[src/rtl/clkctl_smb_pkg.sv]
package clkctl_smb_pkg;
  typedef enum logic [2:0] {
    ST_IDLE, ST_ADDR, ST_CMD, ST_COUNT, ST_WDATA, ST_RCNT, ST_RDATA
  } smb_state_e;

  typedef enum logic [1:0] {
    PH_BITS, PH_ACK, PH_MACK
  } smb_phase_e;
endpackage

[src/rtl/clkctl_smb_sync.sv]
module clkctl_smb_sync #(
  parameter int STAGES = 2
) (
  input  logic clk,
  input  logic rst,
  input  logic d,
  output logic q
);
  logic [STAGES-1:0] chain;

  generate
    if (STAGES == 1) begin : g_single
      always_ff @(posedge clk) begin
        if (rst) chain <= 1'b1;
        else     chain <= d;
      end
    end else begin : g_multi
      always_ff @(posedge clk) begin
        if (rst) chain <= '1;
        else     chain <= {chain[STAGES-2:0], d};
      end
    end
  endgenerate

  assign q = chain[STAGES-1];
endmodule

[src/rtl/clkctl_smb_regbank.sv]
module clkctl_smb_regbank #(
  parameter int                NREG     = 8,
  parameter int                AW       = 7,
  parameter logic [NREG*8-1:0] DEFAULTS = '0
) (
  input  logic              clk,
  input  logic              rst,
  input  logic              we,
  input  logic [AW-1:0]     waddr,
  input  logic [7:0]        wdata,
  input  logic [AW-1:0]     raddr,
  output logic [7:0]        rdata,
  output logic [NREG*8-1:0] bus
);
  localparam int            IW    = (NREG > 1) ? $clog2(NREG) : 1;
  localparam logic [AW-1:0] LIMIT = AW'(NREG);

  logic [7:0] mem [NREG];

  always_ff @(posedge clk) begin
    if (rst) begin
      for (int i = 0; i < NREG; i++) mem[i] <= DEFAULTS[i*8 +: 8];
    end else if (we && (waddr < LIMIT)) begin
      mem[waddr[IW-1:0]] <= wdata;
    end
  end

  always_comb begin
    rdata = (raddr < LIMIT) ? mem[raddr[IW-1:0]] : 8'h00;
  end

  for (genvar g = 0; g < NREG; g++) begin : g_bus
    assign bus[g*8 +: 8] = mem[g];
  end
endmodule

[src/rtl/clkctl_smb_slave.sv]
module clkctl_smb_slave
  import clkctl_smb_pkg::*;
#(
  parameter int                NREG        = 8,
  parameter logic [6:0]        DEV_ADDR    = 7'h69,
  parameter int                SYNC_STAGES = 2,
  parameter logic [NREG*8-1:0] DEFAULTS    = 64'h7E_FF_00_C3_5A_96_0F_F1
) (
  input  logic              clk,
  input  logic              rst,
  input  logic              scl_i,
  input  logic              sda_i,
  output logic              sda_oe,
  output logic [NREG*8-1:0] reg_bus
);
  localparam int         AW         = 7;
  localparam logic [7:0] COUNT_BYTE = 8'(NREG);

  logic scl_s, sda_s, scl_q, sda_q;
  logic scl_rise, scl_fall, start_det, stop_det;

  clkctl_smb_sync #(.STAGES(SYNC_STAGES)) u_scl_sync (
    .clk(clk), .rst(rst), .d(scl_i), .q(scl_s));
  clkctl_smb_sync #(.STAGES(SYNC_STAGES)) u_sda_sync (
    .clk(clk), .rst(rst), .d(sda_i), .q(sda_s));

  always_ff @(posedge clk) begin
    if (rst) begin
      scl_q <= 1'b1;
      sda_q <= 1'b1;
    end else begin
      scl_q <= scl_s;
      sda_q <= sda_s;
    end
  end

  assign scl_rise  = scl_s & ~scl_q;
  assign scl_fall  = ~scl_s & scl_q;
  assign start_det = scl_s & scl_q & sda_q & ~sda_s;
  assign stop_det  = scl_s & scl_q & ~sda_q & sda_s;

  smb_state_e    st;
  smb_phase_e    ph;
  logic [3:0]    bitcnt;
  logic [7:0]    shreg;
  logic [AW-1:0] ptr;
  logic          saw_cmd, blk;
  logic          wr_en;
  logic [AW-1:0] wr_addr;
  logic [7:0]    wr_data;
  logic [7:0]    rd_data;
  logic [7:0]    tx_byte;
  logic          is_tx;

  clkctl_smb_regbank #(.NREG(NREG), .AW(AW), .DEFAULTS(DEFAULTS)) u_regs (
    .clk(clk), .rst(rst), .we(wr_en), .waddr(wr_addr), .wdata(wr_data),
    .raddr(ptr), .rdata(rd_data), .bus(reg_bus));

  assign is_tx   = (st == ST_RCNT) || (st == ST_RDATA);
  assign tx_byte = (st == ST_RCNT) ? COUNT_BYTE : rd_data;

  always_ff @(posedge clk) begin
    wr_en <= 1'b0;
    if (rst) begin
      st      <= ST_IDLE;
      ph      <= PH_BITS;
      bitcnt  <= '0;
      shreg   <= '0;
      sda_oe  <= 1'b0;
      ptr     <= '0;
      saw_cmd <= 1'b0;
      blk     <= 1'b0;
      wr_addr <= '0;
      wr_data <= '0;
    end else if (start_det) begin
      st     <= ST_ADDR;
      ph     <= PH_BITS;
      bitcnt <= '0;
      sda_oe <= 1'b0;
    end else if (stop_det) begin
      st      <= ST_IDLE;
      ph      <= PH_BITS;
      sda_oe  <= 1'b0;
      saw_cmd <= 1'b0;
    end else if (st != ST_IDLE) begin
      case (ph)
        PH_ACK: begin
          if (scl_fall) begin
            bitcnt <= '0;
            ph     <= PH_BITS;
            sda_oe <= 1'b0;
            if (is_tx) begin
              shreg  <= tx_byte;
              sda_oe <= ~tx_byte[7];
              if (st == ST_RCNT) st <= ST_RDATA;
              else if (ptr != '1) ptr <= ptr + 1'b1;
            end
          end
        end
        PH_MACK: begin
          if (scl_rise) begin
            if (sda_s) begin
              st <= ST_IDLE;
              ph <= PH_BITS;
            end else begin
              ph <= PH_ACK;
            end
          end
        end
        default: begin
          if (is_tx) begin
            if (scl_rise) begin
              bitcnt <= bitcnt + 1'b1;
            end else if (scl_fall) begin
              if (bitcnt == 4'd8) begin
                sda_oe <= 1'b0;
                ph     <= PH_MACK;
              end else if (bitcnt != 4'd0) begin
                shreg  <= {shreg[6:0], 1'b0};
                sda_oe <= ~shreg[6];
              end
            end
          end else if (scl_rise && (bitcnt < 4'd8)) begin
            shreg  <= {shreg[6:0], sda_s};
            bitcnt <= bitcnt + 1'b1;
          end else if (scl_fall && (bitcnt == 4'd8)) begin
            ph     <= PH_ACK;
            sda_oe <= 1'b1;
            case (st)
              ST_ADDR: begin
                if (shreg[7:1] != DEV_ADDR) begin
                  st     <= ST_IDLE;
                  ph     <= PH_BITS;
                  sda_oe <= 1'b0;
                end else if (shreg[0]) begin
                  st <= (saw_cmd && blk) ? ST_RCNT : ST_RDATA;
                end else begin
                  st <= ST_CMD;
                end
              end
              ST_CMD: begin
                saw_cmd <= 1'b1;
                blk     <= ~shreg[7];
                ptr     <= shreg[7] ? shreg[6:0] : '0;
                st      <= shreg[7] ? ST_WDATA : ST_COUNT;
              end
              ST_COUNT: st <= ST_WDATA;
              ST_WDATA: begin
                wr_en   <= 1'b1;
                wr_addr <= ptr;
                wr_data <= shreg;
                if (ptr != '1) ptr <= ptr + 1'b1;
              end
              default: begin
                st     <= ST_IDLE;
                ph     <= PH_BITS;
                sda_oe <= 1'b0;
              end
            endcase
          end
        end
      endcase
    end
  end
endmodule

[config.mk]
export PLATFORM = sky130hd
export DESIGN_NAME = clkctl_smb_slave
export DESIGN_NICKNAME = d
export VERILOG_FILES = /design/src/rtl/clkctl_smb_pkg.sv /design/src/rtl/clkctl_smb_sync.sv /design/src/rtl/clkctl_smb_regbank.sv /design/src/rtl/clkctl_smb_slave.sv
export SDC_FILE = /design/constraint.sdc
export NUM_CORES = 1
export LEC_CHECK = 0
export ABC_AREA = 1
export BUFFER_PORTS_ARGS = -buffer_cell sky130_fd_sc_hd__buf_2
export CORE_AREA = 2 2 115 117
export CTS_CLUSTER_DIAMETER = 80
export DETAILED_ROUTE_END_ITERATION = 12
export DIE_AREA = 0 0 117 119
export PLACE_DENSITY = 0.7
export SYNTH_ARGS = -nofsm -noshare
export SYNTH_HDL_FRONTEND = slang
export SYNTH_SLANG_ARGS = --single-unit
[constraint.sdc]
create_clock -name clk -period 2.23 [get_ports clk]
set_clock_uncertainty 0.1 [all_clocks]
set_input_delay 0 -clock clk [delete_from_list [all_inputs] [get_ports clk]]
set_output_delay 0 -clock clk [all_outputs]
set_load 0.1 [all_outputs]
; Word-level counts from Yosys, hierarchy flattened
; Memory sizes are Yosys's and may differ from the RTL's. A register that Yosys moved wholly into a read port is not among the register bits.
; Cells that the tools add are included.
[totals]
register_bits = 49
ramBits = 64
in_bits = 4
elab_cells = 208
mem_count = 1
[mem_list]
columns = memory, depth, word_bits, read_ports, rd_clocked_by_memory_dff, wr, line_no
row1 = u_regs.mem, 8, 8, 9, 1, 8, clkctl_smb_regbank.sv:18  ; logic [7:0] mem [NREG];
[classes]
n_addsub = 2
eq_ne = 44
mux = 85
n_lt_le_gt_ge = 3
n_reduce_logical = 35
n_bitwise = 22
[ops]
columns = operator, n
row1 = two-way mux 8 bit, 11
row2 = two-way mux 7 bit, 8
row3 = two-way mux 3 bit, 14
row4 = AND reduction 8 bit, 4
row5 = two-way mux 1 bit, 29
row6 = one-hot mux 7 bit (2 select lines), 2
row7 = AND reduction 11 bit, 2
row8 = AND reduction 10 bit, 2
row9 = two-way mux 2 bit, 9
row10 = two-way mux 4 bit, 4
row11 = != test 2 bit (second input constant), 8
row12 = != test 4 bit (second input constant), 4
row13 = one-hot mux 8 bit (2 select lines), 1
row14 = inverter 1 bit, 15
row15 = nonzero test 3 bit, 5
row16 = < comparator 7 x 4 -> 1 bit (second input constant), 2
row17 = != test 7 bit (second input constant), 2
row18 = != test 3 x 2 -> 1 bit (second input constant), 4
row19 = != test 4 x 2 -> 1 bit (second input constant), 3
row20 = one-hot mux 3 bit (4 select lines), 1
row21 = nonzero test 4 bit, 3
row22 = != test 5 x 3 -> 1 bit (second input constant), 2
row23 = nonzero test 2 bit, 5
row24 = equality test 3 bit (second input constant), 3
row25 = 28 further kinds, 48

; Logic depth before layout (Yosys ltp)
; Gate-level depths: netlist of run 1.
[depth]
ltp_word = 12
mapped_depth = 13

; By module
; From an unflattened synthesis of run 1, not the netlist that was laid out.
[unflattened]
hier_cells = 813
hier_area_um2 = 6074.6
[modules_own_cells]
columns = mod, area_per_inst_um2, cells_each, instances
row1 = clkctl_smb_regbank, 3319.4, 389, 1
row2 = clkctl_smb_slave, 2637.5, 410, 1
row3 = clkctl_smb_sync, 58.8, 7, 2

; Least setup slack after synthesis of run 1
; Ideal clock, no wire load.
[synth_timing]
path_type = flip-flop to flip-flop
startpoint = register wr_addr[6]
endpoint = memory u_regs.mem[6][0], enable pin
n_path_buf = 0
synth_period_minus_slack_ps = 1924
path_slack_ps = 306
path_stages_with_launch = 6
t_arrival_ps = 1440
required_ps = 1746
setup_time_ps = 384
cell_sequence = dfxtp_1 nor4_1 nand3_1 inv_1 nand2_1 o21ai_0
[synth_lines]
columns = element, line_no
row1 = from (decl), clkctl_smb_slave.sv:49  ; logic [AW-1:0] wr_addr;
row2 = from (signal assigned), clkctl_smb_slave.sv:150  ; wr_addr <= ptr;
row3 = to (decl), clkctl_smb_regbank.sv:18

==> results of run 1 <==
## registers in the layout, indices dropped and copies added (netlist names), named ones only
signal	count
st	3
ph	2
wr_data	8
u_regs.mem	64
bitcnt	4
saw_cmd	1
shreg	8
wr_addr	7
sda_oe	1
wr_en	1
sda_q	1
u_sda_sync.chain	2
blk	1
u_scl_sync.chain	2
scl_q	1
ptr	7
## metal layers
metal | vias to the layer above | GRT usage | part of all wire
met3 | 37 | 0.0539 | 0.063
met5 | - | 0 | 0
met1 | 2439 | 0.290 | 0.43
li1 | 2626 | - | -
met2 | 223 | 0.388 | 0.48
met4 | 0 | 0.0860 | 0.026
## cell usage after synthesis, types with 5 or more instances
cell	count
nand3_1	42
o211ai_1	5
a21oi_1	25
clkbuf_1	16
o21ai_0	61
dfxtp_1	52
nor2_1	164
nand4_1	9
ha_1	8
clkinv_1	8
inv_1	72
edfxtp_1	64
nand2_1	192
## power breakdown
part / total [uW] / switching (uW) / leakage (uW) / internal (uW)
logic: 666 / 577 / 0.00170 / 89.3
registers: 2360 / 40.9 / 0.00105 / 2320
clock network: 2770 / 1010 / 0.000286 / 1760
total: 5800 / 1630 / 0.00303 / 4170
## per-stage QoR
stage	std cells	area (um2)
global placement	997	6360
finish	1033	7050
detailed placement	997	6360
CTS	1033	7020
global route	1033	7050
floorplan	756	5750
## path summary, 6_finish.rpt
check                            startpoint  cells past startpoint  slack (ns)                              to
max                 wr_addr[6]$_SDFFE_PP0P_                      7        0.21  u_regs.mem[7][4]$_SDFFCE_PN1P_
min reg2reg  u_scl_sync.chain[0]$_SDFF_PP1_                      1        0.31  u_scl_sync.chain[1]$_SDFF_PP1_
min          u_scl_sync.chain[0]$_SDFF_PP1_                      1        0.31  u_scl_sync.chain[1]$_SDFF_PP1_
max reg2reg         wr_addr[6]$_SDFFE_PP0P_                      7        0.21  u_regs.mem[7][4]$_SDFFCE_PN1P_
## logic make-up (layout without fill, tap and decap cells)
logic type,Yosys count,after routing,synth area share
buffers and inverters,103,204,0.0696
AOI/OAI and AO/OA,98,98,0.0898
adders and majority gates,8,8,0.0174
and+or+nand+nor,431,431,0.308
DFF,116,116,0.515
## final cells by class
type / count / area [um2]
Sequential cell: 116 / 2960
Fill cell: 1202 / 5830
Inverter: 81 / 304
Clock inverter: 14 / 179
Tap cell: 176 / 220
Clock buffer: 17 / 425
Timing Repair Buffer: 92 / 533
Multi-Input combinational cell: 537 / 2420
## timing repair
action	in CTS	in global routing
hold endpoints to repair	9	0
hold buffers	5	0
endpoints found under the setup margin	0	16
gates resized for setup	0	6
==> reports/summary.txt, run 1 <==
Pre-CTS WS -> 0.159 ns
Yosys top cell area share -> 0.334
Max H-tree Level -> 4
Final setup fails -> 0
Overflow after GRT -> 0
Final Wtd Congestion -> 0.906
Post-synth EDFFs -> 64
Share of the clock period used by the worst path after layout -> 0.908
Worst skew pair latency -> 0.42 ns
Netlist Area Pre-Place -> 0.00575 mm2
TritonCTS Buffers -> 17
VDD IR max -> 427 uV
Commonest non-fill, non-tap cell in the layout -> nand2_1
Die width -> 117 um
CTS tree -> yes
Root Driver -> clkbuf_16
Endpoint class of the critical path -> flop
N_diodes -> 0
Setup Fix Bufs, Post-CTS -> 0
Leakage -> 0.00303 uW
Initial antenna violation count -> 0
Buf/Inv on CP -> 2
Synth Net Count -> 768
CP max stage cell -> nor4_1
Die Height -> 119 um
CP required -> 2.22 ns
Setup CP Type -> reg -> reg
Area delta synth->final -> 22.4%
GRT Util Overall -> 0.232
DRT iter0 DRCs -> 526
Post-route setup slack -> 0.206 ns
Max transition margin -> 0.666
Sequential area share after synthesis -> 0.515
CP delay by family, top -> simple AND/OR/NAND/NOR gates
Upper clock frequency limit -> 494 MHz
Number of max-cap violations -> 0
CTS Buffer Depth -> 2
Die ar. -> 0.0139 mm2
Outcome -> finished, final reports clean
Largest net degree at the start of global routing -> 41
Crit path max fanout -> 8
Core Util, Final -> 0.547
Power Dens Cells -> 823 mW/mm2
Critical path startpoint category -> flop
Slew of the pin with the lowest slew margin -> 0.500 ns
Vias in the first global route -> 4857
Num rows -> 42
Final Net Count -> 857
Setup TNS -> 0 ns
Avg Cell Area, Syn -> 7.61 um2
Clock sink total -> 116
DR vias -> 5325
Top post-synthesis cells by area -> edfxtp_1 (33%), dfxtp_1 (18%), nand2_1 (13%)
Core ar. -> 0.0129 mm2
Tmin final -> 2.02 ns
HP Class -> reg -> reg
First-pass DRT Iterations -> 5
Most frequent cells in the layout -> nand2_1 (192), nor2_1 (164), inv_1 (72)
Synth Register Bits -> 116
Share of flip-flops with an asynchronous set or reset -> 0
Share of layout cells above drive strength 1 -> 0.160
Arrival time worst endpoint -> 2.02 ns
Slew Viols, Final -> 0
Via/cell ratio -> 5.15
Initial Util -> 0.447
Mapped Cells -> 756
Drc violations -> 0
Io pins -> 69
Ys flop type -> edfxtp_1
Max stage delay on crit path -> 0.32 ns
Area leader, netlist -> edfxtp_1
Tot Pwr -> 5800 uW
Final hold vios -> 0
WL/cell -> 15.1 um
IO Port Bufs -> 68
Aggregate routed wire length -> 15600 um
RSZ-0062 raised after global routing -> false
Clock-pin slew on the worst setup and hold paths -> 0.05 ns
Synth cell types -> 31
Synthesis warning total -> 0
Final HPWL DP -> 11100 um
WHS -> 0.305 ns
Number of routed nets with antenna violations -> 0
CP cell instances -> nor4_1, nand3_1, nor2_1, inv_1, nor2_1, inv_1, nand2_1
First-pass GRT wire length -> 24400 um
Note: power is estimated with default switching activity, not from simulation.
==> inputs of run 2 (changes only) <==
--- a/config.mk
+++ b/config.mk
@@ -8,6 +8,7 @@
 export ABC_AREA = 1
 export BUFFER_PORTS_ARGS = -buffer_cell sky130_fd_sc_hd__buf_2
 export CORE_AREA = 2 2 115 117
+export CTS_BUF_LIST = sky130_fd_sc_hd__clkbuf_4
 export CTS_CLUSTER_DIAMETER = 80
 export DETAILED_ROUTE_END_ITERATION = 12
 export DIE_AREA = 0 0 117 119
==> reports/summary.txt, run 2 (synthesized netlist as in run 1, its figures left out) <==
Outcome -> finished, final reports clean
Reg power frac -> 0.503 (+0.096)
Max transition margin -> 0.673 (+0.00700)
Cell-internal power -> 3190 uW (-24%)
Power Dens Cells -> 695 mW/mm2 (-15%)
Initial antenna violation count -> 0 (unchanged)
DRT iter0 DRCs -> 509 (-3.2%)
Tmin final -> 2.00 ns (-0.0286 ns)
Critical path startpoint category -> flop
Max H-tree Level -> 4 (unchanged)
R2r endpoint -> u_regs.mem[3][0]$_SDFFCE_PN0P_
CP required -> 2.37 ns (+0.15 ns)
Clock sink total -> 116 (unchanged)
First-pass GRT wire length -> 24200 um (-1.2%)
NetSw -> 1500 uW (-8.1%)
Final Wtd Congestion -> 0.906 (unchanged)
Share of the clock period used by the worst path after layout -> 0.895 (-0.0128)
GRT Util Overall -> 0.230 (-0.00213)
DR vias -> 5261 (-1.2%)
Num rows -> 42 (unchanged)
Overflow after GRT -> 0 (unchanged)
TritonCTS Buffers -> 17 (unchanged)
Met3 routed WL -> 1140 um (+16%)
Io pins -> 69 (unchanged)
N_diodes -> 0 (unchanged)
Vias in the first global route -> 4847 (-0.21%)
Largest net degree at the start of global routing -> 41 (unchanged)
Final HPWL DP -> 11100 um (unchanged)
Layout fillers -> 1253 (+4.2%)
FF-to-FF Start -> wr_addr[6]$_SDFFE_PP0P_
Clk pwr share -> 0.355 (-0.123)
Via/cell ratio -> 5.09 (-1.2%)
WHS -> 0.198 ns (-0.108 ns)
VDD IR max -> 295 uV (-31%)
Area delta synth->final -> 17.0%
Logic gate share of total power -> 0.142 (+0.027)
HP Class -> in -> reg
Final setup fails -> 0 (unchanged)
Clock-pin slew on the worst setup and hold paths -> 0.12 ns (+0.07 ns)
IO Port Bufs -> 68 (unchanged)
Setup TNS -> 0 ns (unchanged)
CTS tree -> yes
WL met2 -> 7160 um (-4.7%)
Aggregate routed wire length -> 15300 um (-1.8%)
Number of max-cap violations -> 0 (unchanged)
Max reg flops -> 64 (unchanged)
Root Driver -> clkbuf_4
Initial Util -> 0.447 (unchanged)
Final Net Count -> 857 (unchanged)
Die Height -> 119 um (unchanged)
Most frequent cells in the layout -> nand2_1 (192), nor2_1 (164), inv_1 (72)
Arrival time worst endpoint -> 2.14 ns (+0.12 ns)
Sw Share -> 0.319 (+0.0385)
Slew of the pin with the lowest slew margin -> 0.494 ns (-0.00525 ns)
Leakage -> 0.00287 uW (-5.4%)
Met1 WL -> 6610 um (-1.3%)
Worst skew pair latency -> 0.58 ns (+0.16 ns)
RSZ-0062 raised after global routing -> false
First-pass DRT Iterations -> 5 (unchanged)
Slew Viols, Final -> 0 (unchanged)
R2R setup slack -> 0.23 ns (+0.03 ns)
Critical path launch point -> wr_addr[6]$_SDFFE_PP0P_
Die ar. -> 0.0139 mm2 (unchanged)
Number of routed nets with antenna violations -> 0 (unchanged)
Final hold vios -> 0 (unchanged)
Drc violations -> 0 (unchanged)
Setup CP Type -> reg -> reg
CP Capture Point -> u_regs.mem[3][0]$_SDFFCE_PN0P_
Crit path max fanout -> 8 (unchanged)
CTS Buffer Depth -> 2 (unchanged)
Share of layout cells above drive strength 1 -> 0.160 (unchanged)
Die width -> 117 um (unchanged)
Upper clock frequency limit -> 501 MHz (+1.4%)
Core ar. -> 0.0129 mm2 (unchanged)
Largest Register -> u_regs.mem
WL/cell -> 14.8 um (-1.8%)
Reg2reg path depth -> 7 (unchanged)
Endpoint class of the critical path -> flop
Top Layer Used -> met4
Top flop regs -> u_regs.mem x64, shreg x8, wr_data x8
Commonest non-fill, non-tap cell in the layout -> nand2_1
-- run 2: final cells by class --
type / instances / area (um2) / area share
Clock inverter: 14 / 179 / 0.0266
Sequential cell: 116 / 2960 / 0.440
Tap cell: 176 / 220 / 0.0327
Multi-Input combinational cell: 537 / 2410 / 0.357
Timing Repair Buffer: 92 / 533 / 0.0792
Clock buffer: 17 / 128 / 0.0190
Inverter: 81 / 304 / 0.0452
-- run 2: through the flow --
step                setup slack, ns  power [uW]  cells   util  instance area [um2]
floorplan                     0.306        2950    756      -                 5750
global placement              0.156        3060    997  0.494                 6360
detailed placement            0.159        3060    997  0.494                 6360
CTS                           0.136        4690   1033  0.522                 6720
global route                0.00636        4820   1033  0.523                 6730
finish                        0.234        4680   1033  0.523                 6730
-- run 2: worst min-delay path by stage --
stage / startpoint / end / slack, ns / depth (start not counted)
floorplan: scl_i / u_scl_sync.chain[0]$_SDFF_PP1_ / 0.004 / 1
global placement: sda_i / u_sda_sync.chain[0]$_SDFF_PP1_ / 0.09 / 2
detailed placement: sda_i / u_sda_sync.chain[0]$_SDFF_PP1_ / 0.09 / 2
CTS: rst / ptr[0]$_SDFFE_PP0P_ / 0.22 / 4
global route: rst / ptr[0]$_SDFFE_PP0P_ / 0.24 / 4
finish: rst / saw_cmd$_SDFFE_PP0P_ / 0.20 / 4
-- run 2: critical path, stage by stage (launching register included) --
cell	delay, ns
dfxtp_1	0.32
nor4_1	0.31
nand3_1	0.18
nor2_1	0.15
inv_1	0.09
nor2_1	0.14
inv_1	0.11
nand2_1	0.28
-- run 2: layer usage --
metal	track usage	up-vias
met2	0.375	217
li1	-	2624
met4	0.103	0
met1	0.291	2381
met5	0	-
met3	0.0494	39
-- run 2: repair_timing --
item | in CTS | in global routing
hold buffers | 5 | 0
buffers inserted | 0 | 0
setup endpoints to repair | 0 | 16
hold endpoints to repair | 51 | 0
gates resized for setup | 0 | 4
-- run 2: power groups by stage --
stage	registers (uW)	clock network [uW]	logic, uW
3_3_place_gp	2400	0	657
2_1_floorplan	2850	0	106
6_report	2350	1660	663
4_1_cts	2350	1670	666
3_5_place_dp	2400	0	658
5_1_grt	2360	1770	695
==> inputs of run 3 (changes only) <==
--- a/config.mk
+++ b/config.mk
@@ -6,12 +6,13 @@
 export NUM_CORES = 1
 export LEC_CHECK = 0
 export ABC_AREA = 1
-export BUFFER_PORTS_ARGS = -buffer_cell sky130_fd_sc_hd__buf_2
+export BUFFER_PORTS_ARGS = -buffer_cell sky130_fd_sc_hd__buf_4
 export CORE_AREA = 2 2 115 117
 export CTS_BUF_LIST = sky130_fd_sc_hd__clkbuf_4
 export CTS_CLUSTER_DIAMETER = 80
 export DETAILED_ROUTE_END_ITERATION = 12
 export DIE_AREA = 0 0 117 119
+export MAX_ROUTING_LAYER = met4
 export PLACE_DENSITY = 0.7
 export SYNTH_ARGS = -nofsm -noshare
 export SYNTH_HDL_FRONTEND = slang
==> reports/summary.txt, run 3 (synthesized netlist as in run 1, its figures left out) <==
Num rows -> 42 (unchanged)
Core ar. -> 0.0129 mm2 (unchanged)
Overflow after GRT -> 0 (unchanged)
Root Driver -> clkbuf_4
Die width -> 117 um (unchanged)
Die Height -> 119 um (unchanged)
Final HPWL DP -> 11500 um (+3.4%)
Max H-tree Level -> 4 (unchanged)
Aggregate routed wire length -> 15500 um (+1.3%)
TritonCTS Buffers -> 17 (unchanged)
Most frequent cells in the layout -> nand2_1 (192), nor2_1 (164), buf_4 (94)
Final Wtd Congestion -> 0.959 (+5.8%)
Initial antenna violation count -> 0 (unchanged)
WL/cell -> 14.9 um (+0.51%)
Final setup fails -> 0 (unchanged)
Commonest non-fill, non-tap cell in the layout -> nand2_1
Endpoint class of the critical path -> flop
HP Class -> in -> reg
Via/cell ratio -> 5.11 (+0.42%)
Top flop regs -> u_regs.mem x64, shreg x8, wr_data x8
Reg2reg path depth -> 10 (+3)
Number of routed nets with antenna violations -> 0 (unchanged)
Final hold vios -> 0 (unchanged)
CP max stage cell -> dfxtp_1
Io pins -> 69 (unchanged)
Outcome -> finished, final reports clean
First-pass DRT Iterations -> 6 (+1)
R2R setup slack -> 0.22 ns (-0.02 ns)
Upper clock frequency limit -> 497 MHz (-0.89%)
IO Port Bufs -> 68 (unchanged)
Max stage delay on crit path -> 0.44 ns (+0.12 ns)
DRT iter0 DRCs -> 423 (-17%)
Clock sink total -> 116 (unchanged)
First-pass GRT wire length -> 24600 um (+1.9%)
Worst skew pair latency -> 0.54 ns (-0.04 ns)
Slew Viols, Final -> 0 (unchanged)
Initial Util -> 0.447 (unchanged)
Tmin final -> 2.01 ns (+0.0179 ns)
Largest net degree at the start of global routing -> 41 (unchanged)
Most used cell, CP -> nand2_1
CTS Buffer Depth -> 2 (unchanged)
DR vias -> 5324 (+1.2%)
Number of max-cap violations -> 0 (unchanged)
Setup TNS -> 0 ns (unchanged)
Share of layout cells above drive strength 1 -> 0.163 (+0.00315)
Largest Register -> u_regs.mem
Max reg flops -> 64 (unchanged)
VDD IR max -> 328 uV (+11%)
Final Net Count -> 864 (+0.82%)
CP cell instances -> inv_1, nand2_2, nand3_4, buf_4, nand2_1, nand2_1, nor2_2, nand2_4, o21ai_0, nor2_1
Crit path max fanout -> 10 (+2)
Critical path startpoint category -> flop
Clock-pin slew on the worst setup and hold paths -> 0.10 ns (-0.02 ns)
Drc violations -> 0 (unchanged)
CTS tree -> yes
Power Dens Cells -> 713 mW/mm2 (+2.5%)
CP required -> 2.54 ns (+0.17 ns)
Core Util, Final -> 0.544 (+0.0213)
Share of the clock period used by the worst path after layout -> 0.903 (+0.00804)
RSZ-0062 raised after global routing -> false
Max transition margin -> 0.624 (-0.0484)
GRT Util Overall -> 0.238 (+0.00846)
Slew of the pin with the lowest slew margin -> 0.562 ns (+0.0671 ns)
Setup CP Type -> reg -> reg
Arrival time worst endpoint -> 2.33 ns (+0.19 ns)
Vias in the first global route -> 4939 (+1.9%)
Leakage -> 0.00299 uW (+4.3%)
Min-Delay Path Depth -> 3 (-1)
Die ar. -> 0.0139 mm2 (unchanged)
Area delta synth->final -> 21.8%
N_diodes -> 0 (unchanged)
-- run 3: changes by cell type in the layout (fill, tap and decap cells not counted) --
| cell | before | now |
|---|---|---|
| a21oi_1 | 24 | 25 |
| a21oi_2 | 1 | 0 |
| buf_2 | 68 | 0 |
| buf_4 | 19 | 94 |
| bufinv_16 | 3 | 6 |
| clkbuf_4 | 17 | 21 |
| clkinv_1 | 8 | 10 |
| clkinv_4 | 4 | 1 |
| clkinvlp_4 | 3 | 1 |
| inv_6 | 3 | 0 |
| nor3_1 | 3 | 4 |
| nor3_2 | 3 | 2 |
-- run 3: routing by layer --
layer	vias up	routed length (um)	global-route usage
met1	2439	6700	0.284
li1	2640	-	-
met4	0	394	0.0853
met5	-	0	-
met3	37	924	0.0550
met2	208	7520	0.393
-- run 3: final timing paths --
check	from	end
hold / removal	rst	ptr[5]$_SDFFE_PP0P_
hold reg to reg	u_sda_sync.chain[0]$_SDFF_PP1_	u_sda_sync.chain[1]$_SDFF_PP1_
setup reg to reg	st[1]$_SDFFE_PP0P_	ptr[6]$_SDFFE_PP0P_
setup / recovery	st[1]$_SDFFE_PP0P_	ptr[6]$_SDFFE_PP0P_
-- run 3: area by class of cell --
class / count / area [um2]
Multi-Input combinational cell: 537 / 2400
Timing Repair Buffer: 99 / 756
Sequential cell: 116 / 2960
Inverter: 81 / 304
Tap cell: 176 / 220
Fill cell: 1228 / 5870
Clock buffer: 21 / 158
Clock inverter: 11 / 209
-- run 3: worst max-delay path, delay by kind of cell (launching register included) --
family          cells  cell delay (ns)
compound gates      1             0.21
buf+inv             2             0.32
flops               1             0.44
simple gates        7             0.82
-- run 3: metrics by stage --
step                hold slack [ns]  setup slack [ns]  std cells  power, uW  instance area (um2)
floorplan                   0.00381             0.306        756       2950                 5750
global placement             0.0880            0.0703       1004       3100                 6580
detailed placement           0.0900             0.116       1004       3100                 6580
CTS                           0.119            0.0876       1041       5020                 7000
global route                  0.146            0.0155       1041       5140                 7010
finish                        0.150             0.216       1041       4990                 7010
-- run 3: where the power goes --
| group | internal (uW) | leakage (uW) | switching [uW] |
|---|---|---|---|
| Clock | 1160 | 0.000193 | 774 |
| Sequential | 2310 | 0.00105 | 43.7 |
| Combinational | 128 | 0.00175 | 576 |
-- run 3: timing repair --
action,4_1_cts,5_1_grt
hold buffers,5,0
resized for setup,0,2
hold endpoints to repair,22,0
endpoints found under the setup margin,0,17
buffers inserted,0,0
